File: src/rtl/uart_split_div_pkg.sv
package uart_split_div_pkg;
  localparam logic [7:0] OFS_DATA = 8'h00;
  localparam logic [7:0] OFS_STAT = 8'h18;
  localparam logic [7:0] OFS_DIVH = 8'h24;
  localparam logic [7:0] OFS_DIVL = 8'h28;
  localparam logic [7:0] OFS_ICLR = 8'h44;
  localparam int ST_RXE = 4;
  localparam int ST_TXF = 5;
  localparam int ST_OVR = 6;
  localparam int LO_W   = 6;
  typedef enum logic [1:0] {RX_IDLE, RX_START, RX_DATA, RX_STOP} rx_state_e;
endpackage

File: src/rtl/uart_sd_fifo.sv
module uart_sd_fifo #(
  parameter int DW    = 8,
  parameter int DEPTH = 32   // power of two
) (
  input  logic          clk_i,
  input  logic          rst_ni,
  input  logic          push_i,
  input  logic [DW-1:0] data_i,
  input  logic          pop_i,
  output logic [DW-1:0] data_o,
  output logic          empty_o,
  output logic          full_o
);
  localparam int AW = $clog2(DEPTH);

  logic [DW-1:0] mem_q [DEPTH];
  logic [AW-1:0] wptr_q, rptr_q;
  logic [AW:0]   cnt_q;
  logic          do_push, do_pop;

  assign empty_o = (cnt_q == '0);
  assign full_o  = (cnt_q == (AW+1)'(DEPTH));
  assign do_push = push_i && !full_o;
  assign do_pop  = pop_i && !empty_o;
  assign data_o  = mem_q[rptr_q];

  always_ff @(posedge clk_i) begin
    if (do_push) mem_q[wptr_q] <= data_i;
  end

  always_ff @(posedge clk_i or negedge rst_ni) begin
    if (!rst_ni) begin
      wptr_q <= '0;
      rptr_q <= '0;
      cnt_q  <= '0;
    end else begin
      if (do_push) wptr_q <= wptr_q + 1'b1;
      if (do_pop)  rptr_q <= rptr_q + 1'b1;
      cnt_q <= cnt_q + (AW+1)'(do_push) - (AW+1)'(do_pop);
    end
  end
endmodule

File: src/rtl/uart_sd_tx.sv
module uart_sd_tx #(
  parameter int DIV_W = 16
) (
  input  logic             clk_i,
  input  logic             rst_ni,
  input  logic [DIV_W-1:0] div_i,
  input  logic             start_i,
  input  logic [7:0]       data_i,
  output logic             busy_o,
  output logic             txd_o
);
  logic [9:0]       sh_q;
  logic [DIV_W-1:0] cnt_q;
  logic [3:0]       nbit_q;
  logic             busy_q;

  assign busy_o = busy_q;
  assign txd_o  = busy_q ? sh_q[0] : 1'b1;

  always_ff @(posedge clk_i or negedge rst_ni) begin
    if (!rst_ni) begin
      sh_q   <= '1;
      cnt_q  <= '0;
      nbit_q <= '0;
      busy_q <= 1'b0;
    end else if (!busy_q) begin
      if (start_i) begin
        sh_q   <= {1'b1, data_i, 1'b0};
        cnt_q  <= div_i - DIV_W'(1);
        nbit_q <= '0;
        busy_q <= 1'b1;
      end
    end else if (cnt_q == '0) begin
      cnt_q <= div_i - DIV_W'(1);
      if (nbit_q == 4'd9) begin
        busy_q <= 1'b0;
      end else begin
        sh_q   <= {1'b1, sh_q[9:1]};
        nbit_q <= nbit_q + 4'd1;
      end
    end else begin
      cnt_q <= cnt_q - DIV_W'(1);
    end
  end
endmodule

File: src/rtl/uart_sd_rx.sv
module uart_sd_rx
  import uart_split_div_pkg::*;
#(
  parameter int DIV_W = 16
) (
  input  logic             clk_i,
  input  logic             rst_ni,
  input  logic [DIV_W-1:0] div_i,
  input  logic             rxd_i,
  output logic             valid_o,
  output logic [7:0]       data_o
);
  logic [1:0]       sync_q;
  logic             rx_s;
  rx_state_e        st_q;
  logic [DIV_W-1:0] cnt_q;
  logic [2:0]       nbit_q;
  logic [7:0]       sh_q;
  logic             valid_q;

  assign rx_s    = sync_q[1];
  assign valid_o = valid_q;
  assign data_o  = sh_q;

  always_ff @(posedge clk_i or negedge rst_ni) begin
    if (!rst_ni) begin
      sync_q  <= 2'b11;
      st_q    <= RX_IDLE;
      cnt_q   <= '0;
      nbit_q  <= '0;
      sh_q    <= '0;
      valid_q <= 1'b0;
    end else begin
      sync_q  <= {sync_q[0], rxd_i};
      valid_q <= 1'b0;
      unique case (st_q)
        RX_IDLE: if (!rx_s) begin
          cnt_q <= (div_i >> 1) - DIV_W'(1);
          st_q  <= RX_START;
        end
        RX_START: if (cnt_q != '0) cnt_q <= cnt_q - DIV_W'(1);
          else if (!rx_s) begin
            cnt_q  <= div_i - DIV_W'(1);
            nbit_q <= '0;
            st_q   <= RX_DATA;
          end else st_q <= RX_IDLE;   // glitch
        RX_DATA: if (cnt_q != '0) cnt_q <= cnt_q - DIV_W'(1);
          else begin
            sh_q  <= {rx_s, sh_q[7:1]};
            cnt_q <= div_i - DIV_W'(1);
            if (nbit_q == 3'd7) st_q <= RX_STOP;
            else nbit_q <= nbit_q + 3'd1;
          end
        RX_STOP: if (cnt_q != '0) cnt_q <= cnt_q - DIV_W'(1);
          else begin
            valid_q <= rx_s;
            st_q    <= RX_IDLE;
          end
        default: st_q <= RX_IDLE;
      endcase
    end
  end
endmodule

File: src/rtl/uart_split_div.sv
module uart_split_div
  import uart_split_div_pkg::*;
#(
  parameter int DIV_W      = 16,
  parameter int FIFO_DEPTH = 32,
  parameter int RESET_DIV  = 833
) (
  input  logic        clk_i,
  input  logic        rst_ni,
  input  logic [7:0]  addr_i,
  input  logic        wr_i,
  input  logic        rd_i,
  input  logic [31:0] wdata_i,
  output logic [31:0] rdata_o,
  output logic        txd_o,
  input  logic        rxd_i,
  output logic        irq_o
);
  localparam int HI_W = DIV_W - LO_W;
  localparam logic [DIV_W-1:0] RST_DIV = DIV_W'(RESET_DIV);

  logic [HI_W-1:0] div_hi_q;
  logic [LO_W-1:0] div_lo_q;
  logic [DIV_W-1:0] div;
  logic wr_data, rd_data, wr_iclr;
  logic tx_full, tx_empty, tx_busy, tx_pop;
  logic [7:0] tx_dout;
  logic rx_full, rx_empty, rx_valid, rx_push;
  logic [7:0] rx_byte, rx_dout;
  logic ovr_q, irq_q;
  logic unused_wdata;

  assign unused_wdata = ^wdata_i[31:HI_W];
  assign div     = {div_hi_q, div_lo_q};
  assign wr_data = wr_i && (addr_i == OFS_DATA);
  assign rd_data = rd_i && (addr_i == OFS_DATA);
  assign wr_iclr = wr_i && (addr_i == OFS_ICLR);
  assign tx_pop  = !tx_busy && !tx_empty;
  assign rx_push = rx_valid && !rx_full;
  assign irq_o   = irq_q && !rx_empty;

  always_ff @(posedge clk_i or negedge rst_ni) begin
    if (!rst_ni) begin
      div_hi_q <= RST_DIV[DIV_W-1:LO_W];
      div_lo_q <= RST_DIV[LO_W-1:0];
      ovr_q    <= 1'b0;
      irq_q    <= 1'b0;
    end else begin
      if (wr_i && addr_i == OFS_DIVH) div_hi_q <= wdata_i[HI_W-1:0];
      if (wr_i && addr_i == OFS_DIVL) div_lo_q <= wdata_i[LO_W-1:0];
      if (rx_valid && rx_full) ovr_q <= 1'b1;
      else if (wr_iclr)        ovr_q <= 1'b0;
      if (rx_push)                  irq_q <= 1'b1;
      else if (wr_iclr || rx_empty) irq_q <= 1'b0;
    end
  end

  uart_sd_fifo #(.DW(8), .DEPTH(FIFO_DEPTH)) u_tx_fifo (
    .clk_i, .rst_ni, .push_i(wr_data), .data_i(wdata_i[7:0]), .pop_i(tx_pop),
    .data_o(tx_dout), .empty_o(tx_empty), .full_o(tx_full));

  uart_sd_tx #(.DIV_W(DIV_W)) u_tx (
    .clk_i, .rst_ni, .div_i(div), .start_i(tx_pop), .data_i(tx_dout),
    .busy_o(tx_busy), .txd_o);

  uart_sd_rx #(.DIV_W(DIV_W)) u_rx (
    .clk_i, .rst_ni, .div_i(div), .rxd_i, .valid_o(rx_valid), .data_o(rx_byte));

  uart_sd_fifo #(.DW(8), .DEPTH(FIFO_DEPTH)) u_rx_fifo (
    .clk_i, .rst_ni, .push_i(rx_valid), .data_i(rx_byte), .pop_i(rd_data),
    .data_o(rx_dout), .empty_o(rx_empty), .full_o(rx_full));

  always_comb begin
    rdata_o = '0;
    unique case (addr_i)
      OFS_DATA: rdata_o = rx_empty ? 32'h0 : {24'h0, rx_dout};
      OFS_STAT: begin
        rdata_o[ST_RXE] = rx_empty;
        rdata_o[ST_TXF] = tx_full;
        rdata_o[ST_OVR] = ovr_q;
      end
      default: rdata_o = '0;
    endcase
  end
endmodule

File: config.mk
export PLATFORM = sky130hd
export DESIGN_NAME = uart_split_div
export DESIGN_NICKNAME = d
export VERILOG_FILES = /design/src/rtl/uart_split_div_pkg.sv /design/src/rtl/uart_sd_fifo.sv /design/src/rtl/uart_sd_tx.sv /design/src/rtl/uart_sd_rx.sv /design/src/rtl/uart_split_div.sv
export SDC_FILE = /design/constraint.sdc
export NUM_CORES = 1
export LEC_CHECK = 0
export BUFFER_PORTS_ARGS = -buffer_cell sky130_fd_sc_hd__buf_2
export CAP_MARGIN = 15
export CORE_AREA = 2 2 330 332
export DETAILED_ROUTE_END_ITERATION = 12
export DIE_AREA = 0 0 332 334
export HOLD_SLACK_MARGIN = 0.05
export PLACE_DENSITY = 0.35
export SLEW_MARGIN = 10
export SYNTH_ARGS = -nofsm -noshare
export SYNTH_HDL_FRONTEND = slang
export SYNTH_SLANG_ARGS = --single-unit
File: constraint.sdc
create_clock -name clk_i -period 6.8 [get_ports clk_i]
set_input_delay 0.34 -clock clk_i [delete_from_list [all_inputs] [get_ports clk_i]]
set_output_delay 0.34 -clock clk_i [all_outputs]
set_load 0.01 [all_outputs]
==> flow_summary_export.csv <==
group,metric,value,unit
floorplan,start_util,0.248,
routing,wl_per_cell,22.3,um
sta,period_share,0.593,
synthesis,synth_top_family_by_area,"multiplexers",
power,p_per_area,285,nW/um^2
final_layout,regArea,18200,sq um
sta,clock.fmax,248,MHz
floorplan,fp.dieW,332,um
synthesis,ys_seq_area_frac,0.682,
worst_setup_path,end_kind,"register",
routing,vias,14300,
global_route,first_global_vias,14700,
worst_setup_path,critPathKind,"reg -> reg",
synthesis,synthTopCellsByArea,"edfxtp_1 (58%), mux4_2 (11%), dfrtp_1 (9.1%)",
placed_design,io_buffer_count,32,
routing,ant_nets,0,
placed_design,routabilityCongestion,0.760,
sta,setup_viol,0,
worst_setup_path,cp_max_fo,12,
sta,drv_slew,0,
synthesis,syn_area,26700,sq um
final_layout,design_area,30800,sq um
synthesis,synth_top_area_cell,"edfxtp_1",
sta,fin_tns_setup,0,ns
routing,drtPass1Iterations,5,
sta,skew,0.0215,ns
global_route,grt_pass1_wl,103,mm
global_route,overflow,0,
floorplan,num_rows,121,
routing,drc,0,
synthesis,yosys-mux-area-fraction,0.133,
floorplan,core_area,108000,sq um
routing,drt-total-wl,69.9,mm
outcome,outcome,"finished clean",
clock_network,clock_latency,0.63,ns
sta,slew_headroom,0.291,
clock_network,cts.sinks,624,
floorplan,ioPinCount,79,
synthesis,netlist_instances,1611,
global_route,grt_usage,0.126,
synthesis,async_reset_ff_frac,0.179,
floorplan,dieArea,111000,sq um
power,total_leakage_power,0.00971,uW
clock_network,path_clk_slew,0.06,ns
routing,drt_iter0_drc,986,
synthesis,yosysWarningCount,0,
worst_hold_path,whs_path_depth,3,
synthesis,synth-xor-area-share,0.0183,
synthesis,synth_flop_cell,"edfxtp_1",
clock_network,clockBufferDepth,3,
synthesis,synth_fa_ha_area_frac,0.0221,
power,vdd_drop_max,165,uV
worst_setup_path,start_kind,"register",
global_route,antenna_found_initial,1,
synthesis,synth_edf_count,512,
clock_network,numCtsBuffers,78,
global_route,grt_max_degree,64,
synthesis,synth_compound_area_frac,0.0548,
worst_setup_path,critPathArrivalTime,4.58,ns
synthesis,ys_seq_elements,624,
clock_network,cts_tree,"done",
final_layout,drive_gt1_frac,0.207,
synthesis,yosys.area_share.simple,0.0636,
clock_network,htree_levels,3,
synthesis,synth.distinct_cells,78,
routing,viasPerCell,4.54,
worst_setup_path,reg2reg_depth,14,
floorplan,die_h,334,um
placed_design,placed_area,28300,sq um
worst_setup_path,required,7.35,ns
sta,rsz0062_at_grt,"no",
final_layout,fill_cells,10800,
sta,fin_crit,4.03,ns
worst_hold_path,hold_class,"in -> reg",
final_layout,multi_input_area,7870,sq um
sta,tightest_slew,1.06,ns
final_layout,syn_to_final_growth,15.6,%
placed_design,dpl.hpwl,43.6,mm
final_layout,nets,1755,
synthesis,syn_area_per_cell,16.6,sq um
sta,whs,0.270,ns
job,maxCapViolCount,0,
clock_network,root_buffer,"clkbuf_16",
sta,hold_viol,0,
synthesis,netlist.area_leader.share,0.576,
worst_setup_path,reg2reg_setup_slack,2.77,ns
## registers in the layout, indices dropped and copies added (netlist names), 2 cells and up, named ones only
name	flops
u_rx_fifo.mem_q	256
u_tx_fifo.mem_q	256
u_rx.cnt_q	16
u_tx.cnt_q	16
div_hi_q	10
u_tx.sh_q	9
u_rx.data_o	8
div_lo_q	6
u_rx_fifo.cnt_q	6
u_tx_fifo.cnt_q	6
u_rx_fifo.rptr_q	5
u_rx_fifo.wptr_q	5
u_tx_fifo.rptr_q	5
u_tx_fifo.wptr_q	5
u_tx.nbit_q	4
u_rx.nbit_q	3
u_rx.sync_q	2
## per-layer routing
| metal | vias up | global-route usage | part of all wire |
|---|---|---|---|
| met5 | - | 0 | 0 |
| met4 | 0 | 0.0377 | 0.023 |
| met3 | 90 | 0.0236 | 0.038 |
| met2 | 285 | 0.202 | 0.47 |
| met1 | 7476 | 0.173 | 0.46 |
| li1 | 6417 | - | - |
## area by class of cell
class | count | area share
diodes | 1 | 0.0000811
clock buffers | 102 | 0.0665
clock inverters | 39 | 0.0136
inverters | 37 | 0.00450
multi-input cells | 866 | 0.255
flip-flops and latches | 624 | 0.590
well taps | 1414 | 0.0574
repair buffers | 57 | 0.0122
## critical path, stage by stage, from the launching register on
cell	delay [ns]
dfrtp_1	0.38
inv_1	0.08
ha_1	0.14
nor3b_1	0.60
nand2_1	0.34
nand2b_1	0.53
inv_1	0.36
ha_1	0.38
inv_1	0.04
ha_1	0.20
fa_1	0.44
a21oi_1	0.15
nor2_1	0.06
nor2_1	0.11
xnor2_1	0.13
## final timing paths
path,endpoint,start
setup / recovery,u_tx_fifo.cnt_q[4],u_tx_fifo.cnt_q[2]
hold / removal,u_rx_fifo.rptr_q[0],rd_i
setup reg to reg,u_tx_fifo.cnt_q[4],u_tx_fifo.cnt_q[2]
hold reg to reg,u_rx.sync_q[1],u_rx.sync_q[0]
max in group asynchronous,u_tx_fifo.rptr_q[0],rst_ni
min in group asynchronous,u_rx.cnt_q[8],rst_ni
## kinds of logic (layout without fill, tap and decap cells)
group	count (synthesis)	count (layout)
flip-flops	624	624
AND/OR/NAND/NOR	342	342
AO/OA/AOI/OAI	209	209
multiplexers	190	190
buffers and inverters	144	235
XOR/XNOR	55	55
adder cells (fa/ha/maj)	46	46
other	1	25
## through the flow
stage          std cells  utilization  worst slack (ns)  total power, uW
3_5_place_dp        2994        0.263              2.73             4860
2_1_floorplan       1634            -              4.01             4690
5_1_grt             3139        0.286              2.38             9150
3_3_place_gp        2994        0.263              2.63             4850
6_report            3140        0.286              2.77             8790
4_1_cts             3139        0.286              2.67             8950
## placed cells by master, fill, tap and decap left out, types with 14 or more instances in the layout
master	count
a211oi_1	20
a21oi_1	31
a22o_1	18
a22oi_1	16
buf_2	31
buf_4	20
clkbuf_1	23
clkbuf_16	78
clkinv_1	15
conb_1	24
dfrtp_1	90
dfstp_2	15
edfxtp_1	512
ha_1	44
inv_1	37
mux2_2	28
mux2i_1	34
mux4_2	128
nand2_1	87
nand3_1	18
nand4_1	14
nor2_1	114
nor3_1	27
o21ai_0	35
o22ai_1	14
xnor2_1	30
xor2_1	24
## timing repair
item                                   CTS  global route
hold buffers                             4             0
endpoints found under the hold margin   60             0
gates resized for setup                  0             0
buffers inserted                         0             0
## cells in the mapped netlist, drive strengths merged (6+ instances only)
cell type and instances:
a211oi 20, clkbuf 43, buf 64, dfrtp 97, o22ai 14, or3 6
nand3b 6, nand4 14, dfstp 15, or2 6, mux2 28, ha 44
a22o 18, mux4 128, nor3 31, nor4 13, and3 7, xor2 25
a21oi 31, o221ai 11, nor2 114, nand2b 6, inv 37, a22oi 16
mux2i 34, o21ai 45, xnor2 30, nor3b 10, a221o 8, nand3 18
nand2 87, edfxtp 512
## report_power, final
part,switching (uW),total [uW],internal [uW]
Clock,1670,4010,2340
Combinational,303,503,200
Sequential,86.7,4270,4190
Total,2060,8790,6730
Power figures use the tool's default switching activity.
